<file path="config.mk">
export PLATFORM = sky130hd
export DESIGN_NAME = cfg_i2c_loader
export DESIGN_NICKNAME = d
export VERILOG_FILES = /design/src/rtl/cfg_i2c_pkg.sv /design/src/rtl/cfg_i2c_tick.sv /design/src/rtl/cfg_i2c_table.sv /design/src/rtl/cfg_i2c_bitseq.sv /design/src/rtl/cfg_i2c_loader.sv
export SDC_FILE = /design/constraint.sdc
export NUM_CORES = 1
export LEC_CHECK = 0
export BUFFER_PORTS_ARGS = -buffer_cell sky130_fd_sc_hd__buf_4
export CAP_MARGIN = 20
export CELL_PAD_IN_SITES_DETAIL_PLACEMENT = 2
export CELL_PAD_IN_SITES_GLOBAL_PLACEMENT = 2
export CORE_ASPECT_RATIO = 0.7
export CORE_MARGIN = 2
export CORE_UTILIZATION = 38
export DETAILED_ROUTE_END_ITERATION = 8
export PLACE_DENSITY_LB_ADDON = 0.1
export SYNTH_ARGS = -nofsm -noshare
export SYNTH_HDL_FRONTEND = slang
export SYNTH_SLANG_ARGS = --single-unit
</file>
<file path="constraint.sdc">
create_clock -name clk -period 2.3 [get_ports clk]
set_clock_uncertainty 0.2 [all_clocks]
set_input_delay 0.115 -clock clk [delete_from_list [all_inputs] [get_ports clk]]
set_output_delay 0.115 -clock clk [all_outputs]
set_load 0.02 [all_outputs]
</file>
<file path="src/rtl/cfg_i2c_pkg.sv">
// Shared types and the table formula for the I2C register loader.
// Assumes: table content is a pure function of the flat ROM index.
package cfg_i2c_pkg;

    // Kind of bus action a table position produces
    typedef enum logic [1:0] {
        EV_START = 2'd0,
        EV_STOP  = 2'd1,
        EV_DATA  = 2'd2
    } ev_kind_t;

    // Table content for flat index {select, position}
    function automatic logic [7:0] table_byte(input int unsigned idx);
        int unsigned v;
        v = idx * 37 + 20;
        return 8'(v & 255);
    endfunction

endpackage

</file>
<file path="src/rtl/cfg_i2c_tick.sv">
// Free-running divider producing one-cycle quarter-bit ticks.
// Assumes: QUARTER_CYC >= 1; tick period is exactly QUARTER_CYC clocks.
module cfg_i2c_tick #(
    parameter int QUARTER_CYC = 125
) (
    input  logic clk,
    input  logic rst_n,
    output logic tick_o
);
    localparam int CW = (QUARTER_CYC > 1) ? $clog2(QUARTER_CYC) : 1;
    localparam logic [CW-1:0] TOP = CW'(QUARTER_CYC - 1);

    logic [CW-1:0] cnt;

    // Count clocks and wrap at the quarter period
    always_ff @(posedge clk) begin
        if (!rst_n) cnt <= '0;
        else if (cnt == TOP) cnt <= '0;
        else cnt <= cnt + 1'b1;
    end

    assign tick_o = (cnt == TOP);

    generate
        if (QUARTER_CYC > 1) begin : g_tick_chk
            // ticks are isolated pulses, keeping SCL phases evenly spaced
            a_r9_tick_isolated: assert property (@(posedge clk) disable iff (!rst_n)
                tick_o |=> !tick_o);
        end
    endgenerate
endmodule

</file>
<file path="src/rtl/cfg_i2c_table.sv">
// Read-only byte table indexed by {select, position}; contents computed.
// Assumes: SEL_W + POS_W stays small (a few thousand entries at most).
module cfg_i2c_table
    import cfg_i2c_pkg::*;
#(
    parameter int SEL_W = 1,
    parameter int POS_W = 4
) (
    input  logic [SEL_W-1:0] sel_i,
    input  logic [POS_W-1:0] pos_i,
    output logic [7:0]       byte_o
);
    localparam int DEPTH = 1 << (SEL_W + POS_W);

    logic [7:0] rom [DEPTH];

    generate
        for (genvar i = 0; i < DEPTH; i++) begin : g_rom
            assign rom[i] = table_byte(i);
        end
    endgenerate

    // Asynchronous read of the selected entry
    assign byte_o = rom[{sel_i, pos_i}];
endmodule

</file>
<file path="src/rtl/cfg_i2c_bitseq.sv">
// Bit engine: turns one start, stop or data byte into SCL/SDA steps.
// Each action is 4 quarter steps; a data byte has 9 slots (8 bits + ack).
// Assumes: go_i is only raised while idle; acknowledge is never sampled.
module cfg_i2c_bitseq
    import cfg_i2c_pkg::*;
(
    input  logic     clk,
    input  logic     rst_n,
    input  logic     tick_i,
    input  logic     go_i,
    input  ev_kind_t kind_i,
    input  logic [7:0] data_i,
    output logic     scl_o,
    output logic     sda_o,
    output logic     fin_o
);
    localparam logic [3:0] ACK_SLOT = 4'd8;

    logic       busy;
    ev_kind_t   kind_q;
    logic [7:0] shreg;
    logic [3:0] slot;
    logic [1:0] qtr;
    logic       scl_q, sda_q, fin_q;
    logic       last_step;

    assign last_step = (qtr == 2'd3) && ((kind_q != EV_DATA) || (slot == ACK_SLOT));

    // Step through quarter phases on each tick and drive the lines
    always_ff @(posedge clk) begin
        if (!rst_n) begin
            busy   <= 1'b0;
            kind_q <= EV_DATA;
            shreg  <= '0;
            slot   <= '0;
            qtr    <= '0;
            scl_q  <= 1'b1;
            sda_q  <= 1'b1;
            fin_q  <= 1'b0;
        end else begin
            fin_q <= 1'b0;
            if (go_i && !busy) begin
                busy   <= 1'b1;
                kind_q <= kind_i;
                shreg  <= data_i;
                slot   <= '0;
                qtr    <= '0;
            end else if (busy && tick_i) begin
                unique case (kind_q)
                    EV_START: begin
                        scl_q <= (qtr != 2'd3);
                        sda_q <= (qtr < 2'd2);
                    end
                    EV_STOP: begin
                        scl_q <= (qtr != 2'd0);
                        sda_q <= (qtr >= 2'd2);
                    end
                    default: begin
                        if (qtr == 2'd0) begin
                            scl_q <= 1'b0;
                            sda_q <= (slot == ACK_SLOT) ? 1'b1 : shreg[7];
                        end else if (qtr == 2'd3) begin
                            scl_q <= 1'b0;
                            shreg <= {shreg[6:0], 1'b0};
                        end else begin
                            scl_q <= 1'b1;
                        end
                    end
                endcase
                qtr <= qtr + 2'd1;
                if (last_step) begin
                    busy  <= 1'b0;
                    fin_q <= 1'b1;
                end else if (qtr == 2'd3) begin
                    slot <= slot + 4'd1;
                end
            end
        end
    end

    assign scl_o = scl_q;
    assign sda_o = sda_q;
    assign fin_o = fin_q;

    // SDA moves under high SCL only inside start/stop actions
    a_r4_sda_quiet_when_high: assert property (@(posedge clk) disable iff (!rst_n)
        (scl_q && $past(scl_q) && (sda_q != $past(sda_q))) |-> (kind_q != EV_DATA));

    // acknowledge slot keeps SDA released once its first step has run
    a_r3_ack_released: assert property (@(posedge clk) disable iff (!rst_n)
        (busy && kind_q == EV_DATA && slot == ACK_SLOT && qtr != 2'd0) |-> sda_q);

    // the engine never runs past the acknowledge slot
    a_r3_slot_bound: assert property (@(posedge clk) disable iff (!rst_n)
        busy |-> (slot <= ACK_SLOT));
endmodule

</file>
<file path="src/rtl/cfg_i2c_loader.sv">
// Top: byte position counter, position decode into start/stop/data,
// read/write bit forcing, done flag. One pass per reset.
// Assumes: 0 < STOP1_POS < START2_POS < LAST_POS < 2**POS_W.
module cfg_i2c_loader
    import cfg_i2c_pkg::*;
#(
    parameter int CLK_HZ     = 50_000_000,
    parameter int SCL_HZ     = 100_000,
    parameter int SEL_W      = 1,
    parameter int POS_W      = 4,
    parameter int STOP1_POS  = 6,
    parameter int START2_POS = 7,
    parameter int LAST_POS   = 11
) (
    input  logic             clk,
    input  logic             rst_n,
    input  logic [SEL_W-1:0] tbl_sel,
    output logic             scl_o,
    output logic             sda_o,
    output logic             done_o
);
    localparam int QUARTER_CYC = CLK_HZ / (4 * SCL_HZ);
    localparam logic [POS_W-1:0] P_STOP1  = POS_W'(STOP1_POS);
    localparam logic [POS_W-1:0] P_START2 = POS_W'(START2_POS);
    localparam logic [POS_W-1:0] P_LAST   = POS_W'(LAST_POS);
    localparam logic [POS_W-1:0] P_ADDR1  = POS_W'(1);
    localparam logic [POS_W-1:0] P_ADDR2  = POS_W'(START2_POS + 1);

    logic [POS_W-1:0] pos;
    logic             go_q, done_q;
    logic             tick, fin;
    logic [7:0]       rom_byte, tx_byte;
    ev_kind_t         kind;
    logic             is_addr;

    cfg_i2c_tick #(.QUARTER_CYC(QUARTER_CYC)) u_tick (
        .clk    (clk),
        .rst_n  (rst_n),
        .tick_o (tick)
    );

    cfg_i2c_table #(.SEL_W(SEL_W), .POS_W(POS_W)) u_table (
        .sel_i  (tbl_sel),
        .pos_i  (pos),
        .byte_o (rom_byte)
    );

    // Decode the current position into an action and the byte to send
    always_comb begin
        if (pos == '0 || pos == P_START2)      kind = EV_START;
        else if (pos == P_STOP1 || pos == P_LAST) kind = EV_STOP;
        else                                   kind = EV_DATA;
        is_addr = (pos == P_ADDR1) || (pos == P_ADDR2);
        tx_byte = is_addr ? {rom_byte[7:1], 1'b0} : rom_byte;
    end

    cfg_i2c_bitseq u_bits (
        .clk    (clk),
        .rst_n  (rst_n),
        .tick_i (tick),
        .go_i   (go_q),
        .kind_i (kind),
        .data_i (tx_byte),
        .scl_o  (scl_o),
        .sda_o  (sda_o),
        .fin_o  (fin)
    );

    // Advance the position after each action; wrap and finish after the last
    always_ff @(posedge clk) begin
        if (!rst_n) begin
            pos    <= '0;
            go_q   <= 1'b1;
            done_q <= 1'b0;
        end else begin
            go_q <= 1'b0;
            if (fin) begin
                if (pos == P_LAST) begin
                    pos    <= '0;
                    done_q <= 1'b1;
                end else begin
                    pos  <= pos + 1'b1;
                    go_q <= 1'b1;
                end
            end
        end
    end

    assign done_o = done_q;

    // once finished the bus idles high
    a_r7_done_idle: assert property (@(posedge clk) disable iff (!rst_n)
        done_q |-> (scl_o && sda_o));

    // done stays set until reset
    a_r7_done_sticky: assert property (@(posedge clk) disable iff (!rst_n)
        done_q |=> done_q);

    // position never passes the final stop
    a_r6_pos_bound: assert property (@(posedge clk) disable iff (!rst_n)
        pos <= P_LAST);

    // no new action is launched after done
    a_r7_no_relaunch: assert property (@(posedge clk) disable iff (!rst_n)
        done_q |-> !go_q);
endmodule

</file>
Word-level counts from Yosys, hierarchy flattened
Memory sizes are Yosys's and may differ from the RTL's.
Index checks and enable logic that the tools add are counted.
W data, S select, Z words.
- add/sub/neg operators: 4
- $mul: 0
- divide/modulo/power cells: 0
- magnitude comparators: 3
- equality and inequality tests: 13
- shift operators: 0
- multiplexer cells: 23
- bitwise logic cells: 5
- reductions and logical operators: 26
- operators by type and width (operator ; count):
    $mux W8 ; 7
    $eq A4 B4 Y1 const B ; 3
    $mux W1 ; 11
    $add A4 B1 Y4 const B ; 2
    $eq A4 B3 Y1 const B ; 2
    $reduce_bool A2 Y1 ; 4
    $add A7 B1 Y7 const B ; 1
    $eq A7 B7 Y1 const B ; 1
    $ge A6 B6 Y1 const B ; 1
    $not A5 Y6 ; 1
    $reduce_and A2 Y1 ; 3
    $reduce_and A3 Y1 ; 2
    $reduce_or A2 Y1 ; 3
    $eq A4 B1 Y1 const B ; 1
    $logic_not A2 Y1 ; 2
    $logic_not A4 Y1 ; 1
    $logic_or A1 B1 Y1 ; 4
    $mux W2 ; 2
    $mux W4 ; 1
    $ne A2 B1 Y1 const B ; 2
    $ne A2 B2 Y1 const B ; 2
    $not A1 Y1 ; 4
    $pmux W1 S2 ; 2
    $reduce_and A4 Y1 ; 1
    9 further kinds ; 11
- flip-flop bits (word level): 33
- bits in latches: 0
- memory bits (writable): 0
- ROM bits: 256
- input port bits: 3
- output and inout bits: 3
- word-level logic and storage cells: 87
- memories kept: 1
- memories (memory ; depth ; width ; read ports ; clocked after Yosys merged registers in ; wr ports ; line ; source):
    (no name shown) ; 32 ; 8 ; 1 ; 0 ; 0 ; cfg_i2c_table.sv:24 ; assign byte_o = rom[{sel_i, pos_i}];

Logic depth before layout (Yosys ltp)
- depth in word-level cells: 6
- depth in mapped cells: 7
- gate-level depth less buffers: 7

Cells and area by module
From an unflattened synthesis, not the netlist that was laid out.
- cell total of the unflattened synthesis: 258
- area total of the unflattened synthesis: 2192.1 sq um
- modules (own cells, without submodules) (module ; instances ; cells each ; area each (sq um) ; seq. area each (sq um)):
    cfg_i2c_bitseq ; 1 ; 125 ; 1074.8 ; 400.4
    cfg_i2c_table ; 1 ; 55 ; 416.6 ; 0.0
    cfg_i2c_loader ; 1 ; 43 ; 382.9 ; 120.1
    cfg_i2c_tick ; 1 ; 35 ; 317.8 ; 140.1

Least setup slack after synthesis
Ideal clock, no wire load.
- kind: flip-flop to flip-flop
- start point: reg u_bits.qtr[1]
- end point: reg u_bits.shreg[4]
- library setup time: 0.086 ns
- arrival time: 1.794 ns
- data required time: 2.014 ns
- setup slack: 0.221 ns
- stages on the path, launching flop included: 7
- buffers on the path: 0
- period minus slack after synthesis: 2.079 ns
- cell sequence: dfxtp_1 -> inv_1 -> ha_1 -> nand3b_1 -> nor3_2 -> mux2_2 -> a211oi_1
- longest elaborated chain between the ends: 3
- elaborated cells between the ends (all ways): 5
- those cells by class: eq/ne: 2; reduce/logical: 3
- ends and longest elaborated chain (what ; line ; source):
    start: declaration ; cfg_i2c_bitseq.sv:23 ; logic [1:0] qtr;
    start signal: assignment ; cfg_i2c_bitseq.sv:70 ; qtr <= qtr + 2'd1;
    $eq A2 B2 Y1 or $logic_not A2 Y1 (tied branches) ; cfg_i2c_bitseq.sv:62, cfg_i2c_bitseq.sv:59 ;
    $reduce_bool A2 Y1 (no line) or $ne A2 B1 Y1 (tied branches) ; - ;
    $reduce_and A4 Y1 (no line) * ; - ;
    end signal: assignment ; cfg_i2c_bitseq.sv:45 ; shreg <= data_i;
    end signal: assignment ; cfg_i2c_bitseq.sv:64 ; shreg <= {shreg[6:0], 1'b0};
    end: declaration ; cfg_i2c_bitseq.sv:21 ; logic [7:0] shreg;
Every way passes the cells marked *; elsewhere a longest branch is shown, timed or not.
A chain may end at the register's enable or synchronous reset.

Final worst setup path
- start point: reg pos[1]
- end point: reg u_bits.shreg[6]
- longest elaborated chain between the ends: 5
- ends and longest elaborated chain (what ; line ; source):
    start: declaration ; cfg_i2c_loader.sv:29 ; logic [POS_W-1:0] pos;
    start signal: assignment ; cfg_i2c_loader.sv:82 ; pos <= pos + 1'b1;
    $not A5 Y6 (implied by the code) ; cfg_i2c_table.sv:24 ;
    $mem_v2 Z32 W8 ; - ;
    $mux W8 (implied by the code) (2 in a row) ; cfg_i2c_table.sv:24 ;
    $mux W8 ; cfg_i2c_bitseq.sv:42 ; if (go_i && !busy) begin
Every way passes these cells. The select of a mux whose other input is x is not followed.

==> impl_metrics.env <==
export IMPL_cts_tree="built"
export IMPL_crit_path_start_kind="flip-flop"
export IMPL_fin_area_mm2=0.00222
export IMPL_dieHeight_um=64.2
export IMPL_cts_made_buffers=5
export IMPL_p_clk_frac=0.493
export IMPL_p_total_w=0.00135
export IMPL_drt_iter0_drc=49
export IMPL_synth_top_area_share=0.336
export IMPL_drive_gt1_frac=0.104
export IMPL_rsz0062_at_grt="false"
export IMPL_antenna_cells=0
export IMPL_cp_max_fo=11
export IMPL_drt_antenna_violating_nets=0
export IMPL_start_util=0.402
export IMPL_dp_cells=300
export IMPL_placed_area_mm2=0.00207
export IMPL_grt_max_degree=17
export IMPL_yosys_top_cells_count="dfxtp_1, nor2_1, ha_1, a21oi_1, inv_1"
export IMPL_power_leakage_nw=0.828
export IMPL_r2r_cells=5
export IMPL_cts_root_buf="clkbuf_8"
export IMPL_finalSetupViolations=0
export IMPL_place_congestion=0.794
export IMPL_hp_class="in2reg"
export IMPL_ios=6
export IMPL_synthesis_nets=252
export IMPL_synthTopCellsByArea="dfxtp_1, ha_1, mux2i_1, a21oi_1, nor2_1"
export IMPL_rows=21
export IMPL_core_mm2=0.00489
export IMPL_final_fill_count=567
export IMPL_whs_path_depth=4
export IMPL_post_route_drc_count=0
export IMPL_die_w_um=89.9
export IMPL_grt_overflow_total=0
export IMPL_routed_wl_um=5760
export IMPL_first_global_vias=1812
export IMPL_slew_headroom=0.645
export IMPL_yosys_register_bits=33
export IMPL_clock_sink_count=33
export IMPL_final_hold_viol_count=0
export IMPL_cts_buffer_depth=2
export IMPL_endpoint_kind="flip-flop"
export IMPL_clk_pin_slew_worst_paths_ps=80
export IMPL_place_hpwl_um=4090
export IMPL_p_switching_w=0.000301
export IMPL_synth_cell_type_count=43
export IMPL_sw_frac_of_total=0.223
export IMPL_synthFlopType="dfxtp_1"
export IMPL_dieArea_mm2=0.00577
export IMPL_drv_slew=0
export IMPL_crit_type="reg2reg"
export IMPL_synth_edf_count=0
export IMPL_ys_seq_area_frac=0.336
export IMPL_syn_inst=232
export IMPL_synth_area_mm2=0.00196
export IMPL_layout_cells_non_filler=309
export IMPL_cap_violations=0
export IMPL_place_port_buffers=5
export IMPL_yosysTopAreaCell="dfxtp_1"
export IMPL_clkLatencyLatePin_ps=290
export IMPL_status="finished clean"
export IMPL_ir_worst_vdd_uv=331
export IMPL_synthArstFlopShare=0
export IMPL_arrival_ps=2090
export IMPL_wl_per_cell_um=18.6
export IMPL_cts_resized=0
export IMPL_pwr_share_seq=0.449
export IMPL_p_comb_frac=0.057
export IMPL_syn_avg_cell_area_um2=8.47
export IMPL_yosys_warnings=0
export IMPL_fin_crit_ps=2130
export IMPL_clock_fmax_ghz=0.469
export IMPL_vias_per_cell=5.43
export IMPL_powerDensity_mw_per_mm2=609
export IMPL_htreeDepth=2
export IMPL_area_growth_syn_to_layout_pct=12.9
export IMPL_finalCritPeriodShare=0.927
export IMPL_nNetsFinal=259
export IMPL_required_ps=2260
export IMPL_worstMarginPinSlew_ps=531
export IMPL_grt_pass1_wl_um=9810
export IMPL_fin_util=0.454
export IMPL_vias=1679
export IMPL_tns_ps=0
export IMPL_antenna_found_initial=0
export IMPL_p_int_w=0.00105
export IMPL_synth_most_common_cell="dfxtp_1"
export IMPL_grt_total_usage=0.216
export IMPL_first_pass_iters=4
## worst max-delay path: stages, from the launching register on
cell and delay, ps:
dfxtp_1 550, inv_1 180, ha_1 370, mux2_2 280
o311ai_0 290, o22ai_1 130
## registers in the layout, indices dropped and copies added (netlist names), 2 cells and up
signal and cells:
u_bits.kind_q 2, u_bits.qtr 2, u_tick.cnt 7, pos 4, u_bits.slot 4, u_bits.shreg 8
## routing by layer
layer,global-route usage,part of all wire
met1,0.286,0.51
met2,0.373,0.46
met3,0.0460,0.021
met4,0.0327,0.0073
met5,0,0
## placed cells by master, fill, tap and decap left out, types with 8 or more instances in the layout
cell type and n:
inv_1 15, dfxtp_1 33, ha_1 17, nor2b_1 9, nand2b_1 8, nor2_1 21
nand2_1 12, o21ai_0 12, nand3_1 9, mux2i_1 10, buf_4 10, a21oi_1 16
## through the flow
step	worst slack (ps)	hold WS, ps
final	167	95.1
after global routing	4.06	122
after CTS	172	79.3
after detailed placement	205	210
after global placement	301	192
after floorplan	221	53.3
## power groups by stage
stage,combinational [W],sequential (W),clock [W]
floorplan,0.0000555,0.000611,0
global placement,0.0000708,0.000618,0
detailed placement,0.0000749,0.000619,0
CTS,0.0000791,0.000607,0.000680
global route,0.0000880,0.000610,0.000706
finish,0.0000776,0.000607,0.000666
## layout make-up
type | instances | area, µm² | area share
inverter | 15 | 56.3 | 0.0254
timing repair buffer | 11 | 85.1 | 0.0384
clock buffer | 5 | 68.8 | 0.0310
sequential | 33 | 661 | 0.298
multi-input combinational | 173 | 1200 | 0.539
tap | 69 | 86.3 | 0.0389
clock inverter | 3 | 65.1 | 0.0293
## worst paths after layout
kind              slack [ps]         endpoint     from
setup / recovery         170  u_bits.shreg[6]   pos[1]
hold / removal           100  u_bits.shreg[5]  tbl_sel
setup reg to reg         170  u_bits.shreg[6]   pos[1]
hold reg to reg          280           done_o   done_o
## timing repair
action,CTS,global route
hold endpoints to repair,8,0
buffers inserted,0,0
hold buffers,1,0
setup endpoints to repair,0,0
## logic make-up (layout without fill, tap and decap cells)
logic type                 Yosys count  count (layout)  share of synthesized area
and+or+nand+nor                     81              81                      0.225
DFF                                 33              33                      0.336
AOI/OAI and AO/OA                   54              54                      0.172
xor gates and xnor gates             8               8                     0.0357
buffers and inverters               26              34                     0.0548
muxes                               13              13                     0.0682
adders and majority gates           17              17                      0.108
No activity file was read; power rests on OpenSTA's default activity.
